===== config.mk =====
export PLATFORM = sky130hd
export DESIGN_NAME = dual_interval_timer
export DESIGN_NICKNAME = d
export VERILOG_FILES = /design/src/rtl/dit_pkg.sv /design/src/rtl/dit_ctrl.sv /design/src/rtl/dit_lane.sv /design/src/rtl/dit_datapath.sv /design/src/rtl/dual_interval_timer.sv
export SDC_FILE = /design/constraint.sdc
export NUM_CORES = 1
export LEC_CHECK = 0
export CAP_MARGIN = 25
export CORE_ASPECT_RATIO = 1.25
export CORE_MARGIN = 4
export CORE_UTILIZATION = 61
export CTS_BUF_LIST = sky130_fd_sc_hd__clkbuf_2 sky130_fd_sc_hd__clkbuf_4 sky130_fd_sc_hd__clkbuf_8
export CTS_CLUSTER_SIZE = 40
export DETAILED_ROUTE_END_ITERATION = 6
export GPL_TIMING_DRIVEN = 1
export PLACE_DENSITY = 0.81
export SETUP_SLACK_MARGIN = 0.3
export SYNTH_ARGS = -nofsm -noshare
export SYNTH_HDL_FRONTEND = slang
export SYNTH_HIERARCHICAL = 1
export SYNTH_SLANG_ARGS = --single-unit

===== constraint.sdc =====
create_clock -name clk -period 4 [get_ports clk]
set_input_delay 1 -clock clk [delete_from_list [all_inputs] [get_ports clk]]
set_output_delay 1 -clock clk [all_outputs]
set_load 0.01 [all_outputs]

===== src/rtl/dit_pkg.sv =====
package dit_pkg;
  localparam int CNT_W = 8;

  localparam logic [1:0] ADDR_RUN  = 2'd0;
  localparam logic [1:0] ADDR_SEL  = 2'd1;
  localparam logic [1:0] ADDR_CMPA = 2'd2;
  localparam logic [1:0] ADDR_CMPB = 2'd3;

  typedef struct packed {
    logic tick1;
    logic tick4;
    logic tick16;
    logic tick256;
  } tapStrobes_t;

  typedef struct packed {
    logic             run;
    logic [1:0]       sel;
    logic [CNT_W-1:0] cmp;
  } timerCfg_t;

  typedef struct packed {
    tapStrobes_t taps;
    timerCfg_t   cfgA;
    timerCfg_t   cfgB;
  } ctrlBus_t;
endpackage


===== src/rtl/dit_ctrl.sv =====
module dit_ctrl
  import dit_pkg::*;
#(
  parameter int BASE_DIV = 4,
  parameter int LOG_MID  = 2,
  parameter int LOG_HI   = 4,
  parameter int LOG_TOP  = 8
) (
  input  logic       clk,
  input  logic       rstN,
  input  logic       wrEn,
  input  logic [1:0] wrAddr,
  input  logic [7:0] wrData,
  output ctrlBus_t   bus
);
  localparam int BASE_W = (BASE_DIV > 2) ? $clog2(BASE_DIV) : 1;
  localparam logic [BASE_W-1:0] BASE_LAST = BASE_W'(BASE_DIV - 1);

  logic             runA, runB;
  logic [1:0]       selA, selB;
  logic [CNT_W-1:0] cmpA, cmpB;
  logic [BASE_W-1:0]  baseCnt;
  logic [LOG_TOP-1:0] tapCnt;
  logic anyRun, baseWrap;

  // register file: compare and select frozen while the owning timer runs
  always_ff @(posedge clk) begin
    if (!rstN) begin
      runA <= 1'b0;
      runB <= 1'b0;
      selA <= '0;
      selB <= '0;
      cmpA <= '0;
      cmpB <= '0;
    end else if (wrEn) begin
      case (wrAddr)
        ADDR_RUN: begin
          runA <= wrData[0];
          runB <= wrData[1];
        end
        ADDR_SEL: begin
          if (!runA) selA <= wrData[1:0];
          if (!runB) selB <= wrData[3:2];
        end
        ADDR_CMPA: if (!runA) cmpA <= wrData[CNT_W-1:0];
        default:   if (!runB) cmpB <= wrData[CNT_W-1:0];
      endcase
    end
  end

  assign anyRun   = runA | runB;
  assign baseWrap = (baseCnt == BASE_LAST);

  // shared prescaler, held at zero while both timers are idle
  always_ff @(posedge clk) begin
    if (!rstN || !anyRun) begin
      baseCnt <= '0;
      tapCnt  <= '0;
    end else begin
      baseCnt <= baseWrap ? '0 : baseCnt + BASE_W'(1);
      if (baseWrap) tapCnt <= tapCnt + LOG_TOP'(1);
    end
  end

  always_comb begin
    bus.taps.tick1   = anyRun & baseWrap;
    bus.taps.tick4   = bus.taps.tick1 & (&tapCnt[LOG_MID-1:0]);
    bus.taps.tick16  = bus.taps.tick1 & (&tapCnt[LOG_HI-1:0]);
    bus.taps.tick256 = bus.taps.tick1 & (&tapCnt);
    bus.cfgA.run = runA;
    bus.cfgA.sel = selA;
    bus.cfgA.cmp = cmpA;
    bus.cfgB.run = runB;
    bus.cfgB.sel = selB;
    bus.cfgB.cmp = cmpB;
  end
endmodule


===== src/rtl/dit_lane.sv =====
module dit_lane #(
  parameter int CW = 8
) (
  input  logic          clk,
  input  logic          rstN,
  input  logic          run,
  input  logic          tick,
  input  logic [CW-1:0] cmp,
  output logic          match,
  output logic          irq
);
  logic [CW-1:0] count;
  logic [CW-1:0] lastVal;

  // compare 0 wraps to all-ones, giving a full 2**CW period
  assign lastVal = cmp - CW'(1);
  assign match   = run & tick & (count == lastVal);

  always_ff @(posedge clk) begin
    if (!rstN || !run) begin
      count <= '0;
    end else if (tick) begin
      count <= match ? '0 : count + CW'(1);
    end
  end

  always_ff @(posedge clk) begin
    if (!rstN) irq <= 1'b0;
    else       irq <= match;
  end
endmodule


===== src/rtl/dit_datapath.sv =====
module dit_datapath
  import dit_pkg::*;
(
  input  logic     clk,
  input  logic     rstN,
  input  logic     extIn,
  input  ctrlBus_t bus,
  output logic     irqA,
  output logic     irqB
);
  logic extS1, extS2, extS3, extRise;
  logic tickA, tickB, matchA, matchB;

  always_ff @(posedge clk) begin
    if (!rstN) begin
      extS1 <= 1'b0;
      extS2 <= 1'b0;
      extS3 <= 1'b0;
    end else begin
      extS1 <= extIn;
      extS2 <= extS1;
      extS3 <= extS2;
    end
  end
  assign extRise = extS2 & ~extS3;

  always_comb begin
    case (bus.cfgA.sel)
      2'd0:    tickA = extRise;
      2'd1:    tickA = bus.taps.tick1;
      2'd2:    tickA = bus.taps.tick4;
      default: tickA = bus.taps.tick16;
    endcase
  end

  always_comb begin
    case (bus.cfgB.sel)
      2'd0:    tickB = matchA;
      2'd1:    tickB = bus.taps.tick1;
      2'd2:    tickB = bus.taps.tick16;
      default: tickB = bus.taps.tick256;
    endcase
  end

  dit_lane #(.CW(CNT_W)) uLaneA (
    .clk(clk), .rstN(rstN), .run(bus.cfgA.run), .tick(tickA),
    .cmp(bus.cfgA.cmp), .match(matchA), .irq(irqA)
  );

  dit_lane #(.CW(CNT_W)) uLaneB (
    .clk(clk), .rstN(rstN), .run(bus.cfgB.run), .tick(tickB),
    .cmp(bus.cfgB.cmp), .match(matchB), .irq(irqB)
  );

  logic unusedB;
  assign unusedB = matchB;
endmodule


===== src/rtl/dual_interval_timer.sv =====
module dual_interval_timer
  import dit_pkg::*;
#(
  parameter int BASE_DIV = 4
) (
  input  logic       clk,
  input  logic       rstN,
  input  logic       wrEn,
  input  logic [1:0] wrAddr,
  input  logic [7:0] wrData,
  input  logic       extIn,
  output logic       irqA,
  output logic       irqB
);
  ctrlBus_t bus;

  dit_ctrl #(.BASE_DIV(BASE_DIV)) uCtrl (
    .clk(clk), .rstN(rstN), .wrEn(wrEn), .wrAddr(wrAddr),
    .wrData(wrData), .bus(bus)
  );

  dit_datapath uData (
    .clk(clk), .rstN(rstN), .extIn(extIn), .bus(bus),
    .irqA(irqA), .irqB(irqB)
  );
endmodule


# After elaboration in Yosys (flattened, before gate mapping)

Cells that the tools add are included.

Input port bits: 14
Latch bits: 0
Memories kept: 0
Bits in read-only memories: 0
Logic and storage cells: 68
RAM bits: 0
Output and inout port bits: 2
Bits in registers: 53

Add/sub/neg operators: 6
Shift operators: 0
Reductions and logical operators: 20
Order comparisons: 0
Div/mod/pow operators: 0
Bitwise operators: 14
Equal/unequal tests: 9
Multiply operators: 0
Mux-type cells: 4

Operator list:

| kind                                                 | count |
|---|---|
| adder 8 x 1 -> 8 bit (second input constant)         | 3 |
| equality test 8 bit                                  | 2 |
| 2-to-1 mux 8 bit                                     | 2 |
| subtractor 8 x 1 -> 8 bit (second input constant)    | 2 |
| AND reduction 3 bit                                  | 4 |
| AND 1 bit                                            | 9 |
| equality test 2 bit (second input constant)          | 4 |
| AND reduction 8 bit                                  | 1 |
| equality test 2 x 1 -> 1 bit (second input constant) | 3 |
| logical NOT 2 bit                                    | 3 |
| one-hot mux 1 bit (3 select lines)                   | 2 |
| logical NOT 1 bit                                    | 4 |
| inverter 1 bit                                       | 4 |
| AND reduction 2 bit                                  | 2 |
| AND reduction 4 bit                                  | 1 |
| logical OR 1 bit                                     | 3 |
| OR reduction 3 bit                                   | 1 |
| adder 2 x 1 -> 2 bit (second input constant)         | 1 |
| OR reduction 2 bit                                   | 1 |
| bitwise OR 1 bit                                     | 1 |

# Logic depth before layout (Yosys ltp)

Depth after elaboration: 10
Gate-level depth with buffers: 14
Gate-level depth less buffers: 14

# Modules after synthesis

The synthesis kept the hierarchy.

By module, submodules not included:

| module       | instances | sequential area each (um^2) | cells an instance | area an instance (um^2) |
|---|---|---|---|---|
| dit_ctrl     | 1         | 640.6                       | 141               | 1333.8 |
| dit_lane     | 2         | 180.2                       | 70                | 640.6 |
| dit_datapath | 1         | 60.1                        | 9                 | 131.4 |

# Worst setup path before layout

OpenSTA, ideal clock, no wires.

Kind: register -> register
Start point: reg uCtrl.baseCnt[0]
End point: reg uData.uLaneB.count[0]
Stages on the path, launching flop included: 14
Setup time: 0.133 ns
Setup slack: 0.918 ns
Clock period less this slack: 3.082 ns
Arrival time: 2.949 ns
Data required time: 3.867 ns
Buffers on the path: 0
Cell sequence: dfxtp_1 -> ha_1 -> o21a_1 -> nand2_1 -> nor2_1 -> mux4_2 -> and3_1 -> o2111ai_1 -> a211oi_4 -> mux4_2 -> and3_1 -> o2111ai_1 -> a211oi_4 -> nor3_1

RTL lines:

| element                | RTL line       | RTL |
|---|---|---|
| start, declared        | dit_ctrl.sv:22 | `logic [BASE_W-1:0] baseCnt;` |
| start signal, assigned | dit_ctrl.sv:60 | `baseCnt <= baseWrap ? '0 : baseCnt + BASE_W'(1);` |
| end signal, assigned   | dit_lane.sv:23 | `count <= match ? '0 : count + CW'(1);` |
| end, declared          | dit_lane.sv:12 | `logic [CW-1:0] count;` |

==> results <==
- After detailed placement, the total cell area comes to 0.00294 mm2.
- The startpoint identified for the worst hold timing path is uData/extS1$_SDFF_PN0_.
- The initial antenna violation count is 0.
- Across the run, the number of max-cap violations was 0.
- Of the total power, the share spent switching nets is 0.236.
- The die outline width is 68.0 um.
- The routed layout has 2,064 vias.
- The first global-routing pass estimated 8910 um of wire.
- The sequential area share after synthesis is 0.386.
- In this run the static leakage power is 1.08 nW.
- During placement, the flow inserted port buffers numbering 15.
- The number of endpoints with negative hold slack in the final report is 0.
- The floorplan die height is 83.0 um.
- Setup slack on the worst reg-to-reg path comes out at 0.75 ns.
- The area taken by flip-flops and latches is 0.00106 mm2.
- The post-synthesis cell count is 290.
- The most used flip-flop cell after synthesis is dfxtp_1.
- Before antenna repair, the detailed router went through 4 iterations.
- The share of synthesized area in the top cell type comes to 0.386.
- Of the total power, registers draw 0.581.
- The detail-routed via count per cell is 5.65.
- The synthesized area divided by synthesized cell count is 9.47 um2.
- The worst IR drop on VDD is 0.201 mV.
- The worst relative slew slack is 0.548.
- STA classifies the critical path startpoint as a flop.
- Setup repair after global routing left no endpoint under its margin.
- The initial DRC count is 84.
- The capturing point of the worst reg2reg path is uData/uLaneB/irq$_SDFF_PN0_.
- The data required time of the worst path is 4.26 ns.
- The most frequent cell after synthesis is dfxtp_1.
- The die area is 0.00565 mm2.
- At the later pin of the worst-skew pair, clock insertion delay measures 0.30 ns.
- The number of gates resized after CTS is 0.
- In the post-synthesis netlist, the biggest area contributors are dfxtp_1 39%, xor2_1 7.0%, mux2i_1 4.7%, nand2_1 4.4%, nor3_1 3.6%.
- The endpoint with the worst hold slack is uData/extS2$_SDFF_PN0_.
- The combined global-route utilization of all metal layers is 0.199.
- Of the total power, combinational logic draws 0.095.
- The detailed placer's ending HPWL is 3980 um.
- The setup skew after layout is 0.0105 ns.
- The final global-route overflow total is 0.
- After detailed routing, the number of remaining DRC violations is 0.
- The commonest cells after synthesis are 53 x dfxtp_1, 32 x nand2_1, 22 x xor2_1.
- The total detailed-routing wirelength is 5220 um.
- The H-tree was split into 2 levels.
- The maximum achievable frequency is 308 MHz.
- At the pin with the least slew margin, the transition time is 0.673 ns.
- Entering global routing, the biggest net connects 25 pins.
- The number of CTS-inserted buffers is 5.
- The hold-fix buffer count after cts is 0.
- Power spread over the standard cell area amounts to 311 mW/mm2.
- The number of nets in the layout is 327.
- The share of flip-flops with an asynchronous set or reset after synthesis is 0.
- The effective utilization at floorplan is 0.625.
- The internal power consumption is 0.000719 W.
- TritonCTS built the clock tree.
- Summing every instance area after synthesis gives 0.00275 mm2.
- The clock input transition at the sequential cells of the worst setup and hold paths is 0.10 ns.
- The count of nets left with antenna violations after detail routing is 0.
- The multi-input combinational cells in the finished layout cover a total of 0.00162 mm2.
- The area of the core region is 0.00439 mm2.
- The critical path capture point type is a flop.
- The number of global-route vias before repair is 2,002.
- The number of antenna diodes in the final layout is 0.
- The buffer type at the clock tree root is clkbuf_8.
- The clock sink count is 53.
- The top fanout value on the critical path is 9.
- During synthesis, Yosys emitted a total of 6 warnings.
- Summed over all instances, the cell type with the most area after synthesis is dfxtp_1.
- The aggregate negative setup slack is 0 ns.
- In this run the core area contains 27 standard-cell rows.
- Of the cells placed in the final design, the portion with a size suffix greater than 1 is 0.0814.
- The number of setup violations in the final report is 0.
- In this run the power spent charging and discharging nets is 0.000222 W.
- The share of the clock period used by the worst path is 0.813.
- Routability-driven placement finished with a final weighted congestion of 0.780.
- In this run the count of I/O pins placed on the die edge is 16.
- The number of different library cells used by synthesis comes to 42.
- The arrival time at the worst endpoint is 3.51 ns.
- The type of the worst min-delay path is flop to flop.
- The clock period could shrink to 3.25 ns.
- The routed wire length per instance is 14.3 um.
- The number of max-slew violations in the final report is 0.
- The kind of critical path is flop to flop.
- The area growth from synthesis to final layout is 10.3%.
- Along the worst hold path, the cell count comes to 1.
- The layout has 363 filler cells.
- In this run the critical register-to-register path is launched from uCtrl/baseCnt[0]$_SDFF_PP0_.
- The run finished with clean final reports.
- Counting along the longest clock path gives a buffer depth of 2.
- The logic depth of the worst register-to-register path is 13.
- After synthesis the netlist holds a flip-flop and latch count of 53.
- Yosys mapped a number of flops with a built-in enable equal to 0.
- The finished cells cover 0.00303 mm2.
- Counting every net in the synthesized netlist gives 311.
- The post-CTS setup buffer count is 0.
- The share of total power dissipated in the clock network is 0.324.
- The total power is 0.000941 W.
==> power by group through the flow <==
| stage | registers (W) | clock network [W] | logic, W |
|---|---|---|---|
| 6_report | 0.000547 | 0.000305 | 0.0000895 |
| 5_1_grt | 0.000549 | 0.000337 | 0.0000979 |
| 4_1_cts | 0.000547 | 0.000314 | 0.0000902 |
| 3_5_place_dp | 0.000559 | 0 | 0.0000899 |
| 3_3_place_gp | 0.000559 | 0 | 0.0000879 |
| 2_1_floorplan | 0.000556 | 0 | 0.0000626 |
==> how the worst max path moves through the flow <==
stage	start	depth (start not counted)	end	slack, ns
floorplan	uCtrl/baseCnt[0]$_SDFF_PP0_	13	uData/uLaneB/count[0]$_SDFFE_PP0P_	0.92
global route	uCtrl/baseCnt[0]$_SDFF_PP0_	13	uData/uLaneB/count[2]$_SDFFE_PP0P_	0.48
finish	uCtrl/baseCnt[0]$_SDFF_PP0_	13	uData/uLaneB/irq$_SDFF_PN0_	0.75
CTS	uCtrl/baseCnt[0]$_SDFF_PP0_	13	uData/uLaneB/count[6]$_SDFFE_PP0P_	0.76
detailed placement	uCtrl/baseCnt[0]$_SDFF_PP0_	13	uData/uLaneB/count[6]$_SDFFE_PP0P_	0.78
global placement	uCtrl/baseCnt[0]$_SDFF_PP0_	14	uData/uLaneB/count[7]$_SDFFE_PP0P_	0.88
==> layout make-up <==
cell class                 instances  share of cell area
sequential                        53               0.350
inverter                           5             0.00619
tap                               58              0.0239
clock inverter                     1             0.00248
multi-input combinational        224               0.535
timing repair buffer              17              0.0545
clock buffer                       7              0.0277
==> cells in the final DEF (no fill, tap or decap), types with 3 or more instances in the layout <==
cell type / synthesis / layout
inv_1: 5 / 5
ha_1: 7 / 7
or3_1: 4 / 4
nand4b_1: 3 / 3
mux2i_1: 13 / 13
nand3_1: 10 / 10
and4b_1: 3 / 3
o21ai_0: 4 / 4
o21ai_1: 5 / 5
clkdlybuf4s50_1: 0 / 15
a21oi_1: 8 / 8
and3_1: 6 / 6
and4bb_1: 3 / 3
and2_1: 6 / 6
clkbuf_8: 0 / 5
a21boi_1: 8 / 8
nor2_1: 11 / 11
xor2_1: 22 / 22
nor3_1: 20 / 20
nand2_1: 32 / 32
nor2b_1: 11 / 11
nand4_1: 6 / 6
nand2b_1: 4 / 4
dfxtp_1: 53 / 53
nor3b_1: 3 / 3
xnor2_1: 9 / 9
==> cells by family after synthesis <==
family	share of synthesized area
compound gates	0.108
xor+xnor	0.0989
fa+ha+maj	0.0319
buf+inv	0.0232
flops	0.386
mux	0.0638
simple gates	0.288
==> routing by layer <==
metal  track usage  routed length, um  part of all wire
met1         0.248               2320              0.44
met2         0.339               2750              0.53
met3        0.0365                 94             0.018
met4        0.0561                 63             0.012
met5             0                  0                 0
==> metrics by stage <==
step                      setup slack (ns)  utilization  cells  hold slack [ns]
after CTS                            0.758        0.690    365            0.454
after global routing                 0.476        0.690    365            0.463
after detailed placement             0.775        0.669    357            0.430
after global placement               0.883        0.669    357            0.418
final                                0.750        0.690    365            0.448
after floorplan                      0.918            -    290            0.412
==> worst max-delay path, stage by stage, from the launching register on <==
cell       delay, ns
dfxtp_1         0.37
ha_1            0.21
o21a_1          0.17
nand2_1         0.09
nor2_1          0.14
mux4_2          0.34
and3_1          0.17
o2111ai_1       0.16
a211oi_4        0.25
mux4_2          0.35
and3_1          0.17
o2111ai_1       0.16
a211oi_4        0.44
and2_1          0.18
==> sequential cells by signal, indices dropped and copies added (netlist names), 2 cells and up <==
signal and cells:
uCtrl/tapCnt 8, uCtrl/baseCnt 2, uCtrl/selB 2, uCtrl/selA 2, uData/uLaneA/count 8, uCtrl/cmpB 8
uData/uLaneB/count 8, uCtrl/cmpA 8
(Power assumes the default switching activity.)
